===== src/rtl/crc5_pkg.sv =====
package crc5_pkg;

    localparam int CRC_W = 5;
    localparam logic [CRC_W-1:0] FB_MASK = 5'b10101;
    localparam int PAD_N = CRC_W;
    localparam int CNT_W = $clog2(PAD_N + 1);

    typedef logic [CRC_W-1:0] rem_t;
    typedef logic [CNT_W-1:0] cnt_t;

    typedef enum logic {
        PH_LOAD = 1'b0,
        PH_PAD  = 1'b1
    } phase_e;

    typedef struct packed {
        logic done;
        logic ok;
    } verdict_t;

    function automatic rem_t div_step(input rem_t cur, input logic din);
        rem_t sh;
        sh = {cur[CRC_W-2:0], din};
        return cur[CRC_W-1] ? (sh ^ FB_MASK) : sh;
    endfunction

endpackage


===== src/rtl/crc5_div_stage.sv =====
module crc5_div_stage
    import crc5_pkg::*;
(
    input  rem_t cur,
    input  logic din,
    output rem_t nxt
);
    logic fb;
    assign fb = cur[CRC_W-1];

    genvar i;
    generate
        for (i = 0; i < CRC_W; i++) begin : g_tap
            if (i == 0) begin : g_lsb
                assign nxt[i] = din ^ (fb & FB_MASK[i]);
            end else begin : g_upper
                assign nxt[i] = cur[i-1] ^ (fb & FB_MASK[i]);
            end
        end
    endgenerate

    always_comb begin
        assert (nxt == div_step(cur, din) || $isunknown({cur, din}))
            else $error("div stage mismatch");
    end
endmodule


===== src/rtl/crc5_pad_ctrl.sv =====
module crc5_pad_ctrl
    import crc5_pkg::*;
(
    input  logic clk,
    input  logic rst,
    input  logic start,
    input  logic launch,
    output logic pad_active,
    output logic pad_final
);
    phase_e phase_q;
    cnt_t   cnt_q;

    assign pad_active = (phase_q == PH_PAD);
    assign pad_final  = pad_active && (cnt_q == cnt_t'(PAD_N - 1));

    always_ff @(posedge clk) begin
        if (rst || start) begin
            phase_q <= PH_LOAD;
            cnt_q   <= '0;
        end else if (phase_q == PH_LOAD) begin
            if (launch) begin
                phase_q <= PH_PAD;
                cnt_q   <= '0;
            end
        end else begin
            if (pad_final) begin
                phase_q <= PH_LOAD;
                cnt_q   <= '0;
            end else begin
                cnt_q <= cnt_q + 1'b1;
            end
        end
    end


    pad_cnt_range_chk: assert property (@(posedge clk) disable iff (rst)
        cnt_q < cnt_t'(PAD_N));


    pad_hold_chk: assert property (@(posedge clk) disable iff (rst)
        (pad_active && !pad_final && !start) |=> pad_active);


    pad_exit_chk: assert property (@(posedge clk) disable iff (rst)
        (pad_final && !start) |=> !pad_active);
endmodule


===== src/rtl/crc5_status.sv =====
module crc5_status
    import crc5_pkg::*;
(
    input  logic clk,
    input  logic rst,
    input  logic start,
    input  logic check_mode,
    input  logic pad_final,
    input  logic busy,
    input  rem_t final_rem,
    output logic done,
    output logic check_ok
);
    logic     mode_q;
    verdict_t v_q;
    verdict_t v_d;

    always_comb begin
        v_d.done = pad_final && !start;
        v_d.ok   = pad_final && !start && mode_q && (final_rem == '0);
    end

    always_ff @(posedge clk) begin
        if (rst) begin
            mode_q <= 1'b0;
            v_q    <= '0;
        end else begin
            if (start) mode_q <= check_mode;
            v_q <= v_d;
        end
    end

    assign done     = v_q.done;
    assign check_ok = v_q.ok;


    done_pulse_chk: assert property (@(posedge clk) disable iff (rst)
        done |=> !done);


    done_after_pad_chk: assert property (@(posedge clk) disable iff (rst)
        done |-> (!busy && $past(busy)));


    ok_needs_done_chk: assert property (@(posedge clk) disable iff (rst)
        check_ok |-> done);


    gen_mode_low_chk: assert property (@(posedge clk) disable iff (rst)
        (done && !mode_q) |-> !check_ok);
endmodule


===== src/rtl/crc5_serial_engine.sv =====
module crc5_serial_engine
    import crc5_pkg::*;
(
    input  logic       clk,
    input  logic       rst,
    input  logic       start,
    input  logic       check_mode,
    input  logic       bit_valid,
    input  logic       bit_in,
    input  logic       bit_last,
    output logic       busy,
    output logic [4:0] crc_out,
    output logic       done,
    output logic       check_ok
);
    rem_t rem_q;
    rem_t rem_nxt;
    logic pad_active;
    logic pad_final;
    logic in_fire;
    logic stage_din;

    assign in_fire   = bit_valid && !pad_active && !start;
    assign stage_din = pad_active ? 1'b0 : bit_in;

    crc5_div_stage u_stage (
        .cur (rem_q),
        .din (stage_din),
        .nxt (rem_nxt)
    );

    crc5_pad_ctrl u_pad (
        .clk        (clk),
        .rst        (rst),
        .start      (start),
        .launch     (in_fire && bit_last),
        .pad_active (pad_active),
        .pad_final  (pad_final)
    );

    always_ff @(posedge clk) begin
        if (rst || start) begin
            rem_q <= '0;
        end else if (pad_active || in_fire) begin
            rem_q <= rem_nxt;
        end
    end

    crc5_status u_status (
        .clk        (clk),
        .rst        (rst),
        .start      (start),
        .check_mode (check_mode),
        .pad_final  (pad_final),
        .busy       (pad_active),
        .final_rem  (rem_nxt),
        .done       (done),
        .check_ok   (check_ok)
    );

    assign busy    = pad_active;
    assign crc_out = rem_q;


    idle_hold_chk: assert property (@(posedge clk) disable iff (rst)
        (!start && !bit_valid && !busy) |=> $stable(crc_out));


    start_clear_chk: assert property (@(posedge clk) disable iff (rst)
        start |=> (crc_out == '0 && !busy));


    msb_zero_shift_chk: assert property (@(posedge clk) disable iff (rst)
        (in_fire && !crc_out[CRC_W-1]) |=> (crc_out == {$past(crc_out[CRC_W-2:0]), $past(bit_in)}));
endmodule


===== config.mk =====
export PLATFORM = sky130hd
export DESIGN_NAME = crc5_serial_engine
export DESIGN_NICKNAME = d
export VERILOG_FILES = /design/src/rtl/crc5_pkg.sv /design/src/rtl/crc5_div_stage.sv /design/src/rtl/crc5_pad_ctrl.sv /design/src/rtl/crc5_status.sv /design/src/rtl/crc5_serial_engine.sv
export SDC_FILE = /design/constraint.sdc
export NUM_CORES = 1
export LEC_CHECK = 0
export BUFFER_PORTS_ARGS = -buffer_cell sky130_fd_sc_hd__buf_4
export CAP_MARGIN = 15
export CORE_MARGIN = 5
export CORE_UTILIZATION = 30
export CTS_CLUSTER_SIZE = 24
export DETAILED_ROUTE_END_ITERATION = 8
export PLACE_DENSITY = 0.52
export REMOVE_ABC_BUFFERS = 1
export SETUP_SLACK_MARGIN = 0.4
export SLEW_MARGIN = 10
export SYNTH_ARGS = -nofsm -noshare
export SYNTH_HDL_FRONTEND = slang
export SYNTH_HIERARCHICAL = 1
export SYNTH_SLANG_ARGS = --single-unit
export TNS_END_PERCENT = 100

===== constraint.sdc =====
create_clock -name clk -period 1.74 [get_ports clk]
set_input_delay 0.261 -clock clk [delete_from_list [all_inputs] [get_ports clk]]
set_output_delay 0.261 -clock clk [all_outputs]
set_load 0.01 [all_outputs]

==> reports/metrics.csv, run 1 <==
stage,metric,value,unit
outcome,outcome,"finished, final reports clean",
setup_path,RR Startpoint,u_pad/cnt_q[1],
pwr,Comb pwr share,8.1,%
setup_path,crit start category,flop,
sta,Slew @ Worst Pin,0.321,ns
placement,pre-CTS WS,0.451,ns
placement,Post-DP Area,716,um2
clock_network,TritonCTS clock tree,done,
clock_network,Worst-Skew Late Latency,0.26,ns
pwr,Sw Share,21.1,%
sta,minimum clock period,1.27,ns
drt,met2 WL post-DR,558,um
hold_path,min-delay worst type,input port to flop,
setup_path,r2r setup slk,0.47,ns
drt,via count,472,
yosys,syn_area_per_cell,9.72,um2
layout,Diodes inserted,0,
hold_path,Hold Crit Endpoint,u_pad/cnt_q[0],
sta,RSZ-0062 raised after global routing,false,
layout,"commonest non-fill, non-tap cell in the layout",buf_4,
yosys,library cells used by synthesis,26,
setup_path,reg2reg path depth,5,
setup_path,critical path class,flop to flop,
yosys,synthesized-area fraction occupied by adder cells,4.22,%
floorplan,die area,0.00297,mm2
sta,final worst slack,0.467,ns
clock_network,clock slew at reported path FFs,0.07,ns
grt,global-route wire length before repair,1880,um
sta,final cycle utilization of the critical path,73.1,%
drt,Routed Antenna Nets,0,
clock_network,clk root buf,clkbuf_4,
setup_path,Critical Path AT,1.44,ns
sta,setup violators final,0,
yosys,"Seq/Total Area, Yosys",40.5,%
sta,hold slack,0.226,ns
pwr,Pwr Total,0.540,mW
yosys,Cells after Synth,61,
pwr,clock network power share,40.1,%
clock_network,CTS Sinks,12,
pwr,P_sw,0.114,mW
sta,FMAX,0.786,GHz
setup_path,Worst Setup End Kind,flop,
placement,DP HPWL,896,um
drt,vias per cell,4.54,
layout,Layout area overhead,29.3,%
floorplan,FP Rows,16,
drt,metal1 wirelength,535,um
floorplan,I/O Pins,15,
layout,post-layout instance area,767,um2
layout,final-stage net count,87,
yosys,multiplexer area fraction after synthesis,3.38,%
grt,GRT Residual Overflow,0,
sta,"Slew Viols, Final",0,
sta,Fin Setup TNS,0,ns
floorplan,Starting Density,30.9,%
grt,initial antenna violation count,0,
drt,drt total wl,1180,um
clock_network,Max H-tree Level,1,
yosys,compound-gate portion of the synthesized area,13.7,%
pwr,Lkg Pwr,0.321,nW
clock_network,Max Buffers Root-to-Sink,2,
sta,Final Skew,0.000409,ns
floorplan,die width,54.5,um
grt,pin count of the biggest net entering global routing,12,
layout,layout cell share with drive strength beyond 1,40.3,%
yosys,main combinational cell family by area after synthesis,simple AND/OR/NAND/NOR gates,
clock_network,setup repair bufs after CTS,0,
setup_path,Crit Path Max Fanout,3,
pwr,Reg power frac,51.8,%
layout,most frequent cells in the layout,"buf_4 (16), dfxtp_1 (11), a21oi_1 (8)",
sta,Final Hold Fails,0,
yosys,post-synthesis simple-gate area fraction,27.2,%
setup_path,FF-to-FF End,u_status/check_ok,
placement,RD Place Congestion,0.726,
pwr,VDD IR max,0.000326,V
yosys,Mapped Area,593,um2
hold_path,hold path cells,2,
yosys,Post-Synth XOR/XNOR Area,4.43,%
hold_path,Hold Startpoint,rst,
yosys,Synth Warn #,6,
drt,Max Used Layer,met3,
grt,vias in the first global route,460,
sta,relative slew slack,78.4,%
yosys,Yosys reg bits,12,
pwr,pwr dens,703,mW/mm2
drt,drt first pass iters,2,
drt,1st-iter DRT viols,5,
grt,gr usage total,9.10,%
clock_network,CTS Buf Count,3,
pwr,P_int,0.426,mW
drt,met3 wire len,86,um
floorplan,die span in y,54.5,um
drt,DR WL/cell,11.3,um
job,max_cap viols,0,
setup_path,CP required,1.90,ns
layout,Filler cells,215,
placement,port bufs,14,
floorplan,core footprint,0.00192,mm2
drt,DRC viols,0,
how the worst max path moves through the flow:
stage,startpoint,endpoint,slack (ns),cells after the start
floorplan,u_pad/pad_active,u_status/check_ok,0.25,4
global placement,bit_in,u_status/check_ok,0.43,5
detailed placement,u_pad/pad_active,u_status/check_ok,0.45,4
CTS,u_pad/pad_active,u_status/check_ok,0.41,4
global route,u_pad/cnt_q[0],u_status/check_ok,0.42,5
finish,u_pad/cnt_q[1],u_status/check_ok,0.47,5
kinds of logic after synthesis:
logic type	after synthesis
AOI/OAI and AO/OA	15
buffers and inverters	6
muxes	2
and+or+nand+nor	21
xor gates and xnor gates	3
DFF	12
adders and majority gates	2
per-layer routing:
metal	track usage, %	up-vias
met5	0	-
met4	4.98	0
met3	3.54	0
met2	14.5	10
met1	10.3	217
li1	-	245
sequential cells by signal, indices dropped and copies added (netlist names):
register,count
crc_out,5
u_pad/cnt_q,3
u_pad/pad_active,1
u_status/check_ok,1
u_status/done,1
u_status/mode_q,1
synthesized netlist by cell type, drive strengths merged:
cell type,count,area share [%]
a21boi,1,1.9
a21oi,8,6.8
and2b,1,1.5
and3,1,1.1
and4b,1,1.7
buf,3,4.4
clkbuf,1,0.84
dfxtp,12,41
ha,2,4.2
inv,2,1.3
mux2i,2,3.4
nand2,1,0.63
nor2,3,1.9
nor3,3,3.4
nor3b,2,3.4
nor4,3,5.3
o21ai,6,5.1
or2,1,1.1
or3b,5,7.4
xor2,3,4.4
metrics by stage:
stage / utilization (%) / cells
after global routing: 39.9 / 104
final: 39.9 / 104
after detailed placement: 37.2 / 100
after global placement: 37.2 / 100
after CTS: 39.1 / 104
after floorplan: - / 57
power by group through the flow:
| stage | Sequential, mW | Clock, mW | Combinational (mW) |
|---|---|---|---|
| 3_3_place_gp | 0.286 | 0 | 0.0431 |
| 3_5_place_dp | 0.286 | 0 | 0.0431 |
| 5_1_grt | 0.280 | 0.242 | 0.0484 |
| 4_1_cts | 0.280 | 0.230 | 0.0430 |
| 2_1_floorplan | 0.288 | 0 | 0.0146 |
| 6_report | 0.280 | 0.216 | 0.0438 |
worst max-delay path, cell delays in order (launching register included):
cell and delay (ns):
dfxtp_1 0.37, inv_1 0.05, ha_1 0.21, and3_1 0.22
nor3b_2 0.16, and4b_1 0.16
cell type report:
class                      instances  area, um2  area share, %
sequential                        12        241           31.5
tap                               27       33.8           4.40
timing repair buffer              16        120           15.7
clock buffer                       4       36.3           4.73
inverter                           2       7.51          0.979
multi-input combinational         43        328           42.7
repair_timing:
item                                    4_1_cts  5_1_grt
hold buffers                                  0        0
endpoints found under the setup margin        0        1
gates resized for setup                       0        3
No activity file was read; power rests on OpenSTA's default activity.
==> run 2, diff against run 1 <==
Clock period 1.74 ns to 1.3 ns, I/O delays scaled along.
==> reports/metrics.csv, run 2 (same netlist as run 1, synthesis figures left out) <==
stage,metric,value,unit,change
sta,relative slew slack,84.4,%,+5.9 points
setup_path,Bufs and invs on worst path,2,,+1
drt,vias per cell,4.58,,+0.97%
grt,global-route wire length before repair,2210,um,+17%
placement,DP HPWL,944,um,+5.4%
pwr,pwr dens,786,mW/mm2,+12%
clock_network,clk root buf,clkbuf_4,,
floorplan,die area,0.00297,mm2,unchanged
drt,drt first pass iters,3,,+1
floorplan,FP Rows,16,,unchanged
floorplan,I/O Pins,15,,unchanged
setup_path,Crit path largest cell delay,0.34,ns,-0.03 ns
sta,final cycle utilization of the critical path,90.5,%,+17 points
layout,"commonest non-fill, non-tap cell in the layout",buf_4,,
layout,layout cell share with drive strength beyond 1,67.0,%,+27 points
grt,vias in the first global route,533,,+16%
floorplan,die span in y,54.5,um,unchanged
placement,Post-DP Area,723,um2,+1.0%
layout,Layout area overhead,58.6,%,
clock_network,clock slew at reported path FFs,0.08,ns,about the same
layout,Filler cells,201,,-6.5%
floorplan,core footprint,0.00192,mm2,unchanged
grt,pin count of the biggest net entering global routing,12,,unchanged
clock_network,Post-CTS Hold Buffers,0,,unchanged
drt,1st-iter DRT viols,2,,-3
setup_path,r2r setup slk,0.12,ns,-0.34 ns
sta,RSZ-0062 raised after global routing,true,,
setup_path,"Critical Path, Cell by Cell","inv_2, ha_4, and3_4, buf_4, nor4_2",,
floorplan,Starting Density,30.9,%,unchanged
layout,Largest register FFs,5,,unchanged
setup_path,crit path max-delay cell type,dfxtp_2,,
sta,Fin Setup TNS,0,ns,unchanged
pwr,Reg power frac,50.4,%,-1.4 points
grt,gr usage total,10.5,%,+1.4 points
setup_path,Top delay family on crit path,simple AND/OR/NAND/NOR gates,,
placement,RD Place Congestion,0.655,,-9.7%
clock_network,CTS Buf Count,3,,unchanged
setup_path,crit start category,flop,,
setup_path,CP required,1.47,ns,-0.43 ns
sta,Slew @ Worst Pin,0.233,ns,-0.0883 ns
setup_path,critical path class,flop to flop,,
drt,DRC viols,0,,unchanged
pwr,clock network power share,39.8,%,-0.3 points
layout,post-layout instance area,941,um2,+23%
clock_network,Max H-tree Level,1,,unchanged
drt,Routed Antenna Nets,0,,unchanged
sta,Final Skew,0.00476,ns,+0.00435 ns
layout,most frequent cells in the layout,"buf_4 (16), buf_6 (11), dfxtp_2 (9)",,
floorplan,die width,54.5,um,unchanged
grt,GRT Residual Overflow,0,,unchanged
setup_path,Crit Path Max Fanout,2,,-1
pwr,VDD IR max,0.000476,V,+46%
sta,"Slew Viols, Final",0,,unchanged
hold_path,min-delay worst type,input port to flop,,
setup_path,Critical Path AT,1.35,ns,-0.09 ns
drt,via count,527,,+12%
job,max_cap viols,0,,unchanged
drt,drt total wl,1380,um,+17%
clock_network,Max Buffers Root-to-Sink,2,,unchanged
clock_network,Worst-Skew Late Latency,0.27,ns,about the same
layout,Diodes inserted,0,,unchanged
pwr,Sw Share,22.1,%,+0.97 points
pwr,Lkg Pwr,0.398,nW,+24%
pwr,Comb pwr share,9.8,%,+1.7 points
sta,setup violators final,0,,unchanged
pwr,P_int,0.576,mW,+35%
clock_network,CTS Sinks,12,,unchanged
drt,DR WL/cell,12.0,um,+5.9%
sta,minimum clock period,1.18,ns,-0.0959 ns
pwr,P_sw,0.163,mW,+43%
setup_path,Worst Setup End Kind,flop,,
sta,FMAX,0.850,GHz,+8.2%
clock_network,TritonCTS clock tree,done,,
sta,Final Hold Fails,0,,unchanged
placement,port bufs,14,,unchanged
outcome,outcome,"finished, final reports clean",,
grt,initial antenna violation count,0,,unchanged
layout,final-stage net count,98,,+13%
[run 2: final cells by class]
type | count | area (um2) | share of cell area, %
Multi-Input combinational cell | 43 | 364 | 38.7
Sequential cell | 12 | 255 | 27.1
Timing Repair Buffer | 27 | 244 | 25.9
Clock buffer | 4 | 36.3 | 3.86
Tap cell | 27 | 33.8 | 3.59
Inverter | 2 | 7.51 | 0.798
[run 2: worst paths after layout]
path / from / endpoint / depth (start not counted)
worst max-delay path: u_pad/cnt_q[0] / u_pad/pad_active / 5
worst min-delay path: rst / u_pad/cnt_q[0] / 2
worst max register to register: u_pad/cnt_q[0] / u_pad/pad_active / 5
worst min register to register: u_status/mode_q / u_status/mode_q / 2
[run 2: timing repair]
| action | in CTS | in global routing |
|---|---|---|
| gates resized for setup | 29 | 7 |
| setup buffers | 8 | 2 |
| endpoints found under the setup margin | 19 | 19 |
| pin swaps | 11 | 9 |
[run 2: through the flow]
step                setup slack [ns]  hold WS [ns]  instances  total power, mW  util (%)
finish                         0.123         0.155        115            0.740      49.0
CTS                            0.139         0.147        113            0.748      47.2
detailed placement            0.0117         0.437        101            0.442      37.6
global placement              0.0354         0.434        101            0.442      37.6
global route                  0.0763         0.163        115            0.765      49.0
floorplan                     -0.193         0.264         57            0.405         -
[run 2: worst reg2reg max path: cells and delay by family (launching register included)]
kind / cells / cell delay, ns
AND/OR/NAND/NOR: 2 / 0.40
adder cells (fa/ha/maj): 1 / 0.15
flip-flops: 1 / 0.34
buffers and inverters: 2 / 0.18
[run 2: routing by layer]
layer	wire, um	GRT usage [%]
met4	0	4.98
met5	0	0
met1	626	11.8
met2	685	17.9
met3	70	3.27
[run 2: power groups by stage]
stage | Sequential [mW] | Clock [mW] | Combinational [mW]
after floorplan | 0.385 | 0 | 0.0195
after global placement | 0.383 | 0 | 0.0597
after detailed placement | 0.383 | 0 | 0.0594
after CTS | 0.373 | 0.306 | 0.0695
after global routing | 0.373 | 0.312 | 0.0804
final | 0.373 | 0.294 | 0.0726
==> run 3, diff against run 2 <==
Settings changed: SETUP_SLACK_MARGIN 0.4 to 0.05.
==> reports/metrics.csv, run 3 (same netlist as run 1, synthesis figures left out) <==
stage,metric,value,unit,change
outcome,outcome,"finished, final reports clean",,
grt,pin count of the biggest net entering global routing,16,,+4
clock_network,CTS Buf Count,3,,unchanged
setup_path,Critical Path AT,1.43,ns,+0.08 ns
layout,most frequent cells in the layout,"buf_4 (18), dfxtp_1 (11), a21oi_1 (8)",,
placement,pre-CTS WS,0.0117,ns,unchanged
floorplan,die span in y,54.5,um,unchanged
drt,Routed Antenna Nets,0,,unchanged
drt,1st-iter DRT viols,4,,+2
pwr,pwr dens,903,mW/mm2,+15%
floorplan,I/O Pins,15,,unchanged
drt,vias per cell,4.62,,+0.75%
drt,drt total wl,1290,um,-6.4%
grt,GRT Residual Overflow,0,,unchanged
clock_network,CTS Sinks,12,,unchanged
sta,Final Hold Fails,0,,unchanged
sta,relative slew slack,83.8,%,-0.55 points
floorplan,die area,0.00297,mm2,unchanged
setup_path,crit start category,flop,,
layout,Layout area overhead,36.9,%,
sta,Slew @ Worst Pin,0.241,ns,+0.00814 ns
drt,DR WL/cell,12.1,um,+0.56%
setup_path,critical path class,flop to flop,,
layout,Largest register FFs,5,,unchanged
layout,final-stage net count,90,,-8.2%
clock_network,TritonCTS clock tree,done,,
grt,vias in the first global route,505,,-5.3%
layout,Diodes inserted,0,,unchanged
sta,final worst slack,0.0843,ns,-0.0391 ns
clock_network,Max H-tree Level,1,,unchanged
job,max_cap viols,0,,unchanged
floorplan,die width,54.5,um,unchanged
setup_path,Crit Path Max Fanout,3,,+1
clock_network,Max Buffers Root-to-Sink,2,,unchanged
layout,"commonest non-fill, non-tap cell in the layout",buf_4,,
setup_path,CP required,1.51,ns,+0.04 ns
layout,layout cell share with drive strength beyond 1,45.0,%,-22 points
floorplan,FP Rows,16,,unchanged
sta,Fin Setup TNS,0,ns,unchanged
placement,port bufs,14,,unchanged
sta,setup violators final,0,,unchanged
clock_network,Post-CTS Hold Buffers,0,,unchanged
setup_path,Worst Setup End Kind,flop,,
placement,DP HPWL,944,um,unchanged
sta,minimum clock period,1.22,ns,+0.0391 ns
clock_network,Worst-Skew Late Latency,0.27,ns,about the same
sta,final cycle utilization of the critical path,93.5,%,+3.0 points
grt,global-route wire length before repair,2150,um,-2.5%
floorplan,Starting Density,30.9,%,unchanged
sta,Final Skew,0.00326,ns,-0.00150 ns
drt,via count,494,,-6.3%
sta,FMAX,0.823,GHz,-3.2%
hold_path,min-delay worst type,input port to flop,,
sta,RSZ-0062 raised after global routing,true,,
drt,drt first pass iters,4,,+1
floorplan,core footprint,0.00192,mm2,unchanged
pwr,Lkg Pwr,0.344,nW,-14%
drt,DRC viols,0,,unchanged
grt,gr usage total,10.3,%,-0.23 points
pwr,VDD IR max,0.000462,V,-2.8%
clock_network,clock slew at reported path FFs,0.08,ns,about the same
clock_network,clk root buf,clkbuf_4,,
placement,RD Place Congestion,0.655,,unchanged
grt,initial antenna violation count,0,,unchanged
sta,"Slew Viols, Final",0,,unchanged
## run 3: cell types whose count changed in the layout (fill, tap and decap cells not counted), moves of 2 or more
cell,delta
dfxtp_2,-8
buf_6,-11
a21oi_2,-3
a21oi_1,+3
dfxtp_1,+9
buf_4,+2
## run 3: critical path: stages, from the launching register on
cell and delay [ns]:
dfxtp_1 0.33, inv_1 0.10, ha_4 0.16, and3_4 0.20, nor3b_4 0.18, and4b_1 0.20
## run 3: through the flow
stage	total power, mW	utilization (%)	instance area (um2)	std cells	hold WS (ns)
finish	0.733	42.3	812	107	0.162
global route	0.758	42.3	812	107	0.173
CTS	0.742	41.0	788	105	0.154
detailed placement	0.442	37.6	723	101	0.437
global placement	0.442	37.6	723	101	0.434
floorplan	0.405	-	562	57	0.264
## run 3: area by class of cell
| cell class | instances | area (um2) |
|---|---|---|
| clock buffer | 4 | 36.3 |
| timing repair buffer | 19 | 150 |
| tap | 27 | 33.8 |
| multi-input combinational | 43 | 343 |
| sequential | 12 | 241 |
| inverter | 2 | 7.51 |
| fill | 210 | 1110 |
## run 3: final timing paths
| path | start | endpoint | slack, ns | depth (start not counted) |
|---|---|---|---|---|
| setup / recovery | u_pad/cnt_q[1] | u_status/check_ok | 0.08 | 5 |
| hold / removal | rst | u_pad/cnt_q[0] | 0.16 | 2 |
| hold reg to reg | u_status/mode_q | u_status/mode_q | 0.51 | 2 |
| setup reg to reg | u_pad/cnt_q[1] | u_status/check_ok | 0.08 | 5 |
## run 3: routing by layer
layer	share of wire (%)	track usage [%]	vias up
met5	0	0	-
met1	46	11.8	227
met2	48	17.1	12
li1	-	-	255
met3	6.0	3.27	0
met4	0	4.98	0
## run 3: power by group
group	switching (mW)	internal, mW
clock	0.125	0.170
combinational	0.0326	0.0315
sequential	0.00286	0.372
## run 3: timing repair
action	CTS	global route
setup buffers	0	2
gates resized for setup	6	3
pin swaps	1	1
setup endpoints to repair	2	4
